File: src/rtl/spi_eng_pkg.sv
`timescale 1ns/1ps
package spi_eng_pkg;

  typedef enum logic [1:0] {
    ADDR_CFG  = 2'd0,
    ADDR_MANT = 2'd1,
    ADDR_DATA = 2'd2,
    ADDR_STAT = 2'd3
  } regAddr_t;

  // per-cycle strobes from control to datapath
  typedef struct packed {
    logic load;
    logic toggle;
    logic sample;
    logic drive;
  } dpStrobe_t;

  typedef struct packed {
    logic cpol;
    logic cpha;
    logic msbFirst;
  } frameCfg_t;

endpackage

File: src/rtl/spi_eng_rate.sv
`timescale 1ns/1ps
module spi_eng_rate #(
  parameter int EXP_W    = 5,
  parameter int MANT_W   = 8,
  parameter int ACC_W    = 27,
  parameter int MIN_HALF = 2
) (
  input  logic              clk,
  input  logic              rstN,
  input  logic              run,
  input  logic [EXP_W-1:0]  rateExp,
  input  logic [MANT_W-1:0] rateMant,
  output logic              tick
);
  localparam int SHIFT_W = MANT_W + 1 + (1 << EXP_W) - 1;
  localparam int CAP_LOG = ACC_W - $clog2(MIN_HALF);
  localparam logic [SHIFT_W-1:0] CAP = SHIFT_W'(1) << CAP_LOG;

  logic [SHIFT_W-1:0] scaled;
  logic [ACC_W-1:0]   inc;
  logic [ACC_W-1:0]   acc;
  logic [ACC_W:0]     sum;

  assign scaled = SHIFT_W'({1'b1, rateMant}) << rateExp;
  assign inc    = (scaled > CAP) ? CAP[ACC_W-1:0] : scaled[ACC_W-1:0];
  assign sum    = {1'b0, acc} + {1'b0, inc};
  assign tick   = run & sum[ACC_W];

  always_ff @(posedge clk or negedge rstN) begin
    if (!rstN)     acc <= '0;
    else if (!run) acc <= '0;
    else           acc <= sum[ACC_W-1:0];
  end

  AST_HALF_PERIOD_FLOOR: assert property (@(posedge clk) disable iff (!rstN)
    tick |=> !tick);

endmodule

File: src/rtl/spi_eng_ctrl.sv
`timescale 1ns/1ps
module spi_eng_ctrl
  import spi_eng_pkg::*;
#(
  parameter int DATA_W = 8,
  parameter int EXP_W  = 5,
  parameter int MANT_W = 8
) (
  input  logic              clk,
  input  logic              rstN,
  input  logic              regWr,
  input  logic [1:0]        regAddr,
  input  logic [DATA_W-1:0] regWrData,
  output logic [DATA_W-1:0] regRdData,
  input  logic [DATA_W-1:0] rxByte,
  input  logic              tick,
  output frameCfg_t         cfg,
  output logic [EXP_W-1:0]  rateExp,
  output logic [MANT_W-1:0] rateMant,
  output logic              busy,
  output dpStrobe_t         strobe
);
  localparam int EDGES  = 2 * DATA_W;
  localparam int EDGE_W = $clog2(EDGES);
  localparam logic [EDGE_W-1:0] EDGE_LAST = EDGE_W'(EDGES - 1);
  localparam int CFG_PAD = DATA_W - 3 - EXP_W;

  regAddr_t          addr;
  frameCfg_t         cfgQ;
  logic [EXP_W-1:0]  expQ;
  logic [MANT_W-1:0] mantQ;
  logic              busyQ;
  logic              doneQ;
  logic [EDGE_W-1:0] edgeCnt;
  logic              dataWr;
  logic              clearDone;
  logic              lastEdge;
  logic              finish;

  assign addr      = regAddr_t'(regAddr);
  assign dataWr    = regWr && (addr == ADDR_DATA);
  assign clearDone = regWr && (addr == ADDR_STAT) && regWrData[0];
  assign lastEdge  = (edgeCnt == EDGE_LAST);
  assign finish    = busyQ && tick && lastEdge;

  always_comb begin
    strobe        = '0;
    strobe.load   = dataWr && !busyQ;
    strobe.toggle = busyQ && tick;
    strobe.sample = strobe.toggle && (edgeCnt[0] == cfgQ.cpha);
    strobe.drive  = strobe.toggle && (edgeCnt[0] != cfgQ.cpha) && !lastEdge;
  end

  always_ff @(posedge clk or negedge rstN) begin
    if (!rstN) begin
      cfgQ  <= '0;
      expQ  <= '0;
      mantQ <= '0;
    end else if (regWr) begin
      if (addr == ADDR_CFG) begin
        cfgQ.cpol     <= regWrData[DATA_W-1];
        cfgQ.cpha     <= regWrData[DATA_W-2];
        cfgQ.msbFirst <= regWrData[DATA_W-3];
        expQ          <= regWrData[EXP_W-1:0];
      end
      if (addr == ADDR_MANT) mantQ <= regWrData[MANT_W-1:0];
    end
  end

  always_ff @(posedge clk or negedge rstN) begin
    if (!rstN) begin
      busyQ   <= 1'b0;
      doneQ   <= 1'b0;
      edgeCnt <= '0;
    end else begin
      if (strobe.load) begin
        busyQ   <= 1'b1;
        edgeCnt <= '0;
      end else if (strobe.toggle) begin
        edgeCnt <= edgeCnt + EDGE_W'(1);
      end
      if (finish) busyQ <= 1'b0;
      if (finish)         doneQ <= 1'b1;
      else if (clearDone) doneQ <= 1'b0;
    end
  end

  always_comb begin
    unique case (addr)
      ADDR_CFG:  regRdData = {cfgQ.cpol, cfgQ.cpha, cfgQ.msbFirst,
                              {CFG_PAD{1'b0}}, expQ};
      ADDR_MANT: regRdData = DATA_W'(mantQ);
      ADDR_DATA: regRdData = rxByte;
      default:   regRdData = DATA_W'({busyQ, doneQ});
    endcase
  end

  assign cfg      = cfgQ;
  assign rateExp  = expQ;
  assign rateMant = mantQ;
  assign busy     = busyQ;

  AST_DONE_STICKY: assert property (@(posedge clk) disable iff (!rstN)
    doneQ && !clearDone |=> doneQ);
  AST_DONE_ON_FINISH: assert property (@(posedge clk) disable iff (!rstN)
    $fell(busyQ) |-> doneQ);
  AST_BUSY_WRITE_IGNORED: assert property (@(posedge clk) disable iff (!rstN)
    busyQ && !tick |=> busyQ && (edgeCnt == $past(edgeCnt)));

endmodule

File: src/rtl/spi_eng_dp.sv
`timescale 1ns/1ps
module spi_eng_dp
  import spi_eng_pkg::*;
#(
  parameter int DATA_W = 8
) (
  input  logic              clk,
  input  logic              rstN,
  input  dpStrobe_t         strobe,
  input  frameCfg_t         cfg,
  input  logic              busy,
  input  logic [DATA_W-1:0] loadData,
  input  logic              miso,
  output logic              sck,
  output logic              mosi,
  output logic [DATA_W-1:0] rxByte
);
  logic              phaseQ;
  logic              mosiQ;
  logic [DATA_W-1:0] txSh;
  logic [DATA_W-1:0] rxSh;

  function automatic logic headBit(input logic [DATA_W-1:0] v, input logic msb);
    return msb ? v[DATA_W-1] : v[0];
  endfunction

  function automatic logic [DATA_W-1:0] advance(input logic [DATA_W-1:0] v, input logic msb);
    return msb ? (v << 1) : (v >> 1);
  endfunction

  always_ff @(posedge clk or negedge rstN) begin
    if (!rstN) begin
      phaseQ <= 1'b0;
      mosiQ  <= 1'b0;
      txSh   <= '0;
      rxSh   <= '0;
    end else begin
      if (strobe.load) begin
        phaseQ <= 1'b0;
        if (!cfg.cpha) begin
          mosiQ <= headBit(loadData, cfg.msbFirst);
          txSh  <= advance(loadData, cfg.msbFirst);
        end else begin
          txSh  <= loadData;
        end
      end else begin
        if (strobe.toggle) phaseQ <= ~phaseQ;
        if (strobe.drive) begin
          mosiQ <= headBit(txSh, cfg.msbFirst);
          txSh  <= advance(txSh, cfg.msbFirst);
        end
        if (strobe.sample) begin
          rxSh <= cfg.msbFirst ? {rxSh[DATA_W-2:0], miso}
                               : {miso, rxSh[DATA_W-1:1]};
        end
      end
    end
  end

  assign sck    = cfg.cpol ^ phaseQ;
  assign mosi   = mosiQ;
  assign rxByte = rxSh;

  AST_SCK_IDLE_LEVEL: assert property (@(posedge clk) disable iff (!rstN)
    !busy |-> (sck == cfg.cpol));
  AST_MOSI_HOLD: assert property (@(posedge clk) disable iff (!rstN)
    !busy && $past(!busy) |-> $stable(mosiQ));
  AST_RX_STABLE_IDLE: assert property (@(posedge clk) disable iff (!rstN)
    !busy && $past(!busy) |-> $stable(rxSh));

endmodule

File: src/rtl/spi_byte_engine.sv
`timescale 1ns/1ps
module spi_byte_engine
  import spi_eng_pkg::*;
#(
  parameter int DATA_W   = 8,
  parameter int EXP_W    = 5,
  parameter int MANT_W   = 8,
  parameter int ACC_W    = 27,
  parameter int MIN_HALF = 2
) (
  input  logic              clk,
  input  logic              rstN,
  input  logic              regWr,
  input  logic [1:0]        regAddr,
  input  logic [DATA_W-1:0] regWrData,
  output logic [DATA_W-1:0] regRdData,
  output logic              sck,
  output logic              mosi,
  input  logic              miso
);
  frameCfg_t         cfg;
  dpStrobe_t         strobe;
  logic [EXP_W-1:0]  rateExp;
  logic [MANT_W-1:0] rateMant;
  logic              busy;
  logic              tick;
  logic [DATA_W-1:0] rxByte;

  spi_eng_ctrl #(.DATA_W(DATA_W), .EXP_W(EXP_W), .MANT_W(MANT_W)) uCtrl (
    .clk(clk), .rstN(rstN), .regWr(regWr), .regAddr(regAddr),
    .regWrData(regWrData), .regRdData(regRdData), .rxByte(rxByte),
    .tick(tick), .cfg(cfg), .rateExp(rateExp), .rateMant(rateMant),
    .busy(busy), .strobe(strobe)
  );

  spi_eng_rate #(.EXP_W(EXP_W), .MANT_W(MANT_W), .ACC_W(ACC_W),
                 .MIN_HALF(MIN_HALF)) uRate (
    .clk(clk), .rstN(rstN), .run(busy), .rateExp(rateExp),
    .rateMant(rateMant), .tick(tick)
  );

  spi_eng_dp #(.DATA_W(DATA_W)) uDp (
    .clk(clk), .rstN(rstN), .strobe(strobe), .cfg(cfg), .busy(busy),
    .loadData(regWrData), .miso(miso), .sck(sck), .mosi(mosi),
    .rxByte(rxByte)
  );

endmodule

File: config.mk
export PLATFORM = sky130hd
export DESIGN_NAME = spi_byte_engine
export DESIGN_NICKNAME = d
export VERILOG_FILES = /design/src/rtl/spi_eng_pkg.sv /design/src/rtl/spi_eng_rate.sv /design/src/rtl/spi_eng_ctrl.sv /design/src/rtl/spi_eng_dp.sv /design/src/rtl/spi_byte_engine.sv
export SDC_FILE = /design/constraint.sdc
export NUM_CORES = 1
export LEC_CHECK = 0
export BUFFER_PORTS_ARGS = -buffer_cell sky130_fd_sc_hd__buf_2
export CAP_MARGIN = 15
export CORE_MARGIN = 3
export CORE_UTILIZATION = 50
export DETAILED_ROUTE_END_ITERATION = 12
export PLACE_DENSITY = 0.75
export SYNTH_ARGS = -nofsm -noshare
export SYNTH_HDL_FRONTEND = slang
export SYNTH_SLANG_ARGS = --single-unit
File: constraint.sdc
create_clock -name clk -period 3.6 [get_ports clk]
set_input_delay 1.08 -clock clk [delete_from_list [all_inputs] [get_ports clk]]
set_output_delay 1.08 -clock clk [all_outputs]
set_load 0.05 [all_outputs]
Yosys cells after proc, flatten, opt, wreduce, memory -nomap -nowiden. Index checks and enable logic that the tools add are counted.

Bitwise operators: 4. Magnitude comparators: 1. Equal/unequal tests: 7. Shift operators: 1. Add/subtract/negate cells: 2. Reductions and logical operators: 20. Multiplexer cells: 22.

Operator list (count): two-way mux 27 bit (2); two-way mux 8 bit (6); greater-than comparator 40 x 27 -> 1 bit, second input constant (1); left shift 9 x 5 -> 40 bit (1); adder 27 x 27 -> 28 bit (1); one-hot mux 8 bit (3 select lines) (1); two-way mux 1 bit (11); logical AND 1 bit (9); two-way mux 4 bit (2); AND reduction 2 bit (4); nonzero test 2 bit (4); adder 4 x 1 -> 4 bit, second input constant (1); equality test 2 bit, second input constant (2); equality test 4 bit, second input constant (1); equality test 2 x 1 -> 1 bit, second input constant (1); logical NOT 1 bit (2); logical NOT 2 bit (1); inequality test 2 bit, second input constant (1); NOT 1 bit (2); bitwise AND 1 bit (1); equality test 1 bit (1); inequality test 1 bit (1); XOR 1 bit (1).

Bits in registers: 67. Input bits: 14. Logic and storage cells: 70. Output and inout port bits: 10.

Longest topological paths before layout.
Word-level depth: 10. Depth in mapped cells: 19. Mapped depth without buffers: 16.

Modules after synthesis. A second synthesis with hierarchy kept.

Cells, all modules: 562. Area, all modules: 5029.8 µm².

By module, submodules not included: spi_eng_rate (area each 2806.4 µm², sequential area each 675.6 µm², instances 1, cells an instance 356); spi_eng_dp (area each 1118.6 µm², sequential area each 450.4 µm², instances 1, cells an instance 116); spi_eng_ctrl (area each 1104.8 µm², sequential area each 550.5 µm², instances 1, cells an instance 90).

Worst setup path after synthesis. No wires, ideal clock.

Path kind: input to output. Start: input port regAddr[0]. End: output port regRdData[5]. Path buffers: 2. Setup slack: -0.397 ns. Stages: 4. Data required time: 2.520 ns. Arrival time: 2.917 ns. Path through: clkbuf_1 buf_1 mux2i_1 o21ai_0.

Word-level cells in the longest chain between the ends: 2. Elaborated cells between the ends (all ways): 4. Classes of those cells: eq/ne (2); mux (1); reduce/logical (1).

RTL lines: start: declaration (RTL line spi_byte_engine.sv:14) `input logic [1:0] regAddr,`; equality test 2 bit, or another cell as far along (RTL line spi_eng_ctrl.sv:89) `unique case (addr)`; one-hot mux 8 bit (3 select lines) * (RTL line spi_eng_ctrl.sv:89); end: declaration (RTL line spi_byte_engine.sv:16) `output logic [DATA_W-1:0] regRdData,`.

Mark *: on every way between the ends. The rest lies on a longest branch, timed or not.

Worst setup path in the final report.
Start: register uCtrl.expQ[0], in the netlist uCtrl.rateExp[0]. End: register uDp.mosiQ, in the netlist uDp.mosi.

Word-level cells in the longest chain between the ends: 10.

RTL lines: start: declaration (RTL line spi_eng_ctrl.sv:30) `logic [EXP_W-1:0] expQ;`; start signal: assignment (RTL line spi_eng_ctrl.sv:64) `expQ <= regWrData[EXP_W-1:0];`; left shift 9 x 5 -> 40 bit * (RTL line spi_eng_rate.sv:24) `assign scaled = SHIFT_W'({1'b1, rateMant}) << rateExp;`; greater-than comparator 40 x 27 -> 1 bit (RTL line spi_eng_rate.sv:25) `assign inc = (scaled > CAP) ? CAP[ACC_W-1:0] : scaled[ACC_W-1:0];`; two-way mux 27 bit * (RTL line spi_eng_rate.sv:25); adder 27 x 27 -> 28 bit * (RTL line spi_eng_rate.sv:26) `assign sum = {1'b0, acc} + {1'b0, inc};`; bitwise AND 1 bit * (RTL line spi_eng_rate.sv:27) `assign tick = run & sum[ACC_W];`; logical AND 1 bit * (RTL line spi_eng_ctrl.sv:49) `strobe.toggle = busyQ && tick;`; logical AND 1 bit * (2 in a row) (RTL line spi_eng_ctrl.sv:51) `strobe.drive = strobe.toggle && (edgeCnt[0] != cfgQ.cpha) && !lastEdge;`; nonzero test 2 bit (no line) *; AND reduction 2 bit (no line) *; end signal: assignment (RTL line spi_eng_dp.sv:41) `mosiQ <= headBit(loadData, cfg.msbFirst);`; end signal: assignment (RTL line spi_eng_dp.sv:49) `mosiQ <= headBit(txSh, cfg.msbFirst);`; end: declaration (RTL line spi_eng_dp.sv:19) `logic mosiQ;`.

Marks and branches as above. A chain may end at the register's enable or synchronous reset.

==> metrics.md <==
| Metric | Value |
|---|---|
| Outcome | complete, but fails checks |
| Failing checks | setup timing |
| ANT nets after route | 0 |
| Total GRT Usage | 24.1% |
| RePlAce Congestion | 0.919 |
| Worst setup margin | -243 ps |
| Synth async-reset ratio | 100% |
| Largest net degree at the start of global routing | 26 |
| Final worst path period share | 107% |
| Syn-to-layout area delta | 31.2% |
| Vias/cell | about 6 |
| Dominant synthesized flop cell | dfrtp_1 |
| Total CTS buffers | 9 |
| Library cells used by synthesis | just over 70 |
| Hold-fix buffers at CTS | 0 |
| Max-cap violations | 0 |
| Initial antenna violation count | 0 |
| Port bufs | 23 |
| Initial Utilization | 51.5% |
| Iteration-0 DRC Markers | 398 |
| Fin Hold WS | 502 ps |
| Most frequent cells in the layout | 87 x buf_4, 65 x dfrtp_1, 59 x nor2_1 |
| NetSw | 0.00237 W |
| FP Rows | 36 |
| Clock root cell | clkbuf_8 |
| DRC viols | 0 |
| Fin area | about 6600 um2 |
| Vias | slightly below 5,000 |
| Max frequency | roughly 0.26 GHz |
| Synthesized cell area | 5060 um2 |
| Synth Warn # | 0 |
| Worst setup EP type | flip-flop |
| GR Overflow Total | 0 |
| Critical path cell sequence | buf_6, mux2i_1, buf_4, nand2_4, a21oi_2, a21oi_2, o41ai_4, a31oi_4, a21oi_2, ha_1, nand2_1, o21ai_2, a2111oi_4, o21bai_2, a22oi_4, o21ai_1, mux2_1 |
| Post-synth EDFFs | 0 |
| Synth Register Bits | 67 |
| Tmin final | slightly below 4000 ps |
| CP bufs+invs | 2 |
| Unrepaired setup endpoints after global routing | yes |
| CTS sink cnt | 67 |
| Worst Path Arrival | 4090 ps |
| Clock Pin Slew Worst Setup and Hold Paths | 90 ps |
| Dpl cells | between 700 and 800 |
| Leak | a little over 3 nW |
| Nets@finish | 710 |
| Die Wd | 107 um |
| Setup Skew | about 11 ps |
| Clock share of power | 12.1% |
| Startpoint Class | flip-flop |
| Worst Path Max Fanout | 6 |
| Top Family by Delay on Critical Path | compound AO/OA/AOI/OAI gates |
| Sequential Power Share | 24.9% |
| Setup CP Type | reg2reg |
| Critical path's most frequent cell | a21oi_2 |
| Vias in the first global route | 4,570 |
| Skew-Pair Late Insertion Delay | 360 ps |
| DP HPWL | 10,000 um |
| Share of layout cells above drive strength 1 | a little under two fifths |
| Die Y | 107 um |
| Layout Cells excl Fill | between 800 and 900 |
| Final hold vios | 0 |
| Max-slew headroom | 49.5% |
| Util after Layout | 67.6% |
| Syn nets | 607 |
| Clk buf depth | 2 |
| Combinational share of power | 63.1% |
| WL final | 14,400 um |
| First-pass GRT wire length | 22,200 um |
| Crit-path slowest cell | dfrtp_2 |
| Die Outline Area | ~11,000 um2 |
| Critical path required time | 3850 ps |
| Worst hold path type | reg2reg |
| Drt wl/cell | 17.9 um |
| Mapped Cells | 564 |
| Switching share of power | between 40 and 50% |
| Most common cell after layout, fill and taps aside | buf_4 |
| Final setup fails | 29 |
| Max-slew violation count | 0 |
| Overall power | 0.00528 W |
| H-Tree Level Count | 3 |
| Mean Syn Cell Area | about 9.0 um2 |
| Worst VDD drop | 0.000462 V |
| Diodes inserted | 0 |
| CP max stage delay | 440 ps |
| Drt pass-1 iters | 5 |
| Post-DP Area | 5890 um2 |
| Worst-Margin Slew | roughly 750 ps |
| CTS tree | yes |
| Ports | 24 |
| Int Pwr | 0.00291 W |
| Power per cell area | 796 nW/um2 |
| Core area | 9820 um2 |
| Seq/Total Area, Yosys | ~33% |
## worst paths after layout
path,startpoint,to,slack (ps),cells after the start
min in group asynchronous,rstN,uCtrl.cfg[0],690,1
max reg2reg,uCtrl.rateExp[0],uDp.mosi,-240,17
min reg2reg,uDp.mosi,uDp.mosi,500,1
min,uDp.mosi,uDp.mosi,500,1
max in group asynchronous,rstN,uRate.acc[17],2170,2
max,uCtrl.rateExp[0],uDp.mosi,-240,17
## power groups by stage
stage          logic (W)  registers [W]  clock network [W]
2_1_floorplan    0.00194        0.00123                  0
3_3_place_gp     0.00272        0.00128                  0
3_5_place_dp     0.00282        0.00130                  0
4_1_cts          0.00291        0.00129           0.000644
5_1_grt          0.00361        0.00135           0.000675
6_report         0.00333        0.00131           0.000637
## logic make-up after synthesis
| kind of cell | Yosys count | share of synthesized area [%] |
|---|---|---|
| muxes | 63 | 14.0 |
| and+or+nand+nor | 191 | 18.0 |
| AOI/OAI and AO/OA | 149 | 19.9 |
| buffers and inverters | 42 | 3.66 |
| xor gates and xnor gates | 23 | 3.98 |
| adders and majority gates | 29 | 7.32 |
| DFF | 67 | 33.2 |
## state kept, by name, indices dropped and copies added, names as in the netlist
register	flops
uCtrl.busy	1
uCtrl.cfg	3
uCtrl.doneQ	1
uCtrl.edgeCnt	4
uCtrl.rateExp	5
uCtrl.rateMant	8
uDp.mosi	1
uDp.phaseQ	1
uDp.rxByte	8
uDp.txSh	8
uRate.acc	27
## per-layer routing
layer | wire (um) | track usage (%)
met5 | 0 | 0
met1 | 6200 | 32.5
met3 | 868 | 4.15
met2 | 7090 | 40.3
met4 | 220 | 6.39
## stage by stage
step	setup slack, ps	TNS, ps
after detailed placement	-265	-5660
after CTS	-122	-1750
after global routing	-423	-9540
final	-243	-4370
after global placement	-161	-1700
after floorplan	-25.3	-84.3
## cell type report
| class | instances | area [um2] |
|---|---|---|
| flip-flops and latches | 67 | 1680 |
| multi-input cells | 455 | 3640 |
| well taps | 133 | 166 |
| repair buffers | 121 | 910 |
| clock buffers | 9 | 124 |
| clock inverters | 7 | 65.1 |
| fillers | 749 | 3180 |
| inverters | 13 | 48.8 |
## Yosys cell counts (4+ instances only)
| cell | instances | area share, % |
|---|---|---|
| a21o_1 | 11 | 1.6 |
| a21oi_1 | 37 | 3.7 |
| buf_2 | 7 | 0.69 |
| clkbuf_1 | 16 | 1.2 |
| dfrtp_1 | 67 | 33 |
| ha_1 | 28 | 6.9 |
| inv_1 | 12 | 0.89 |
| mux2_2 | 18 | 4.0 |
| mux2i_1 | 38 | 7.5 |
| mux4_2 | 4 | 1.8 |
| nand2_1 | 46 | 3.4 |
| nand2b_1 | 14 | 1.7 |
| nand3_1 | 16 | 1.6 |
| nand4_1 | 6 | 0.74 |
| nor2_1 | 68 | 5.0 |
| nor2b_1 | 10 | 1.2 |
| nor3_1 | 8 | 0.79 |
| nor3b_1 | 5 | 0.74 |
| o21a_1 | 4 | 0.59 |
| o21ai_0 | 33 | 3.3 |
| o21ai_1 | 8 | 0.79 |
| o221ai_1 | 5 | 0.87 |
| o22ai_1 | 5 | 0.62 |
| xnor2_1 | 10 | 1.7 |
| xor2_1 | 13 | 2.3 |
## repair_timing
| item | CTS | global route |
|---|---|---|
| setup endpoints to repair | 34 | 38 |
| buffers inserted | 0 | 14 |
| endpoints found under the hold margin | 0 | 0 |
| pin swaps | 11 | 39 |
| gates resized for setup | 23 | 86 |
## worst reg2reg max path, stage by stage, from the launching register on
cell,delay (ps)
dfrtp_2,440
buf_6,140
mux2i_1,180
buf_4,160
nand2_4,50
a21oi_2,160
a21oi_2,70
o41ai_4,400
a31oi_4,200
a21oi_2,160
ha_1,280
nand2_1,170
o21ai_2,120
a2111oi_4,380
o21bai_2,160
a22oi_4,250
o21ai_1,100
mux2_1,330
No activity file was read; power rests on OpenSTA's default activity.
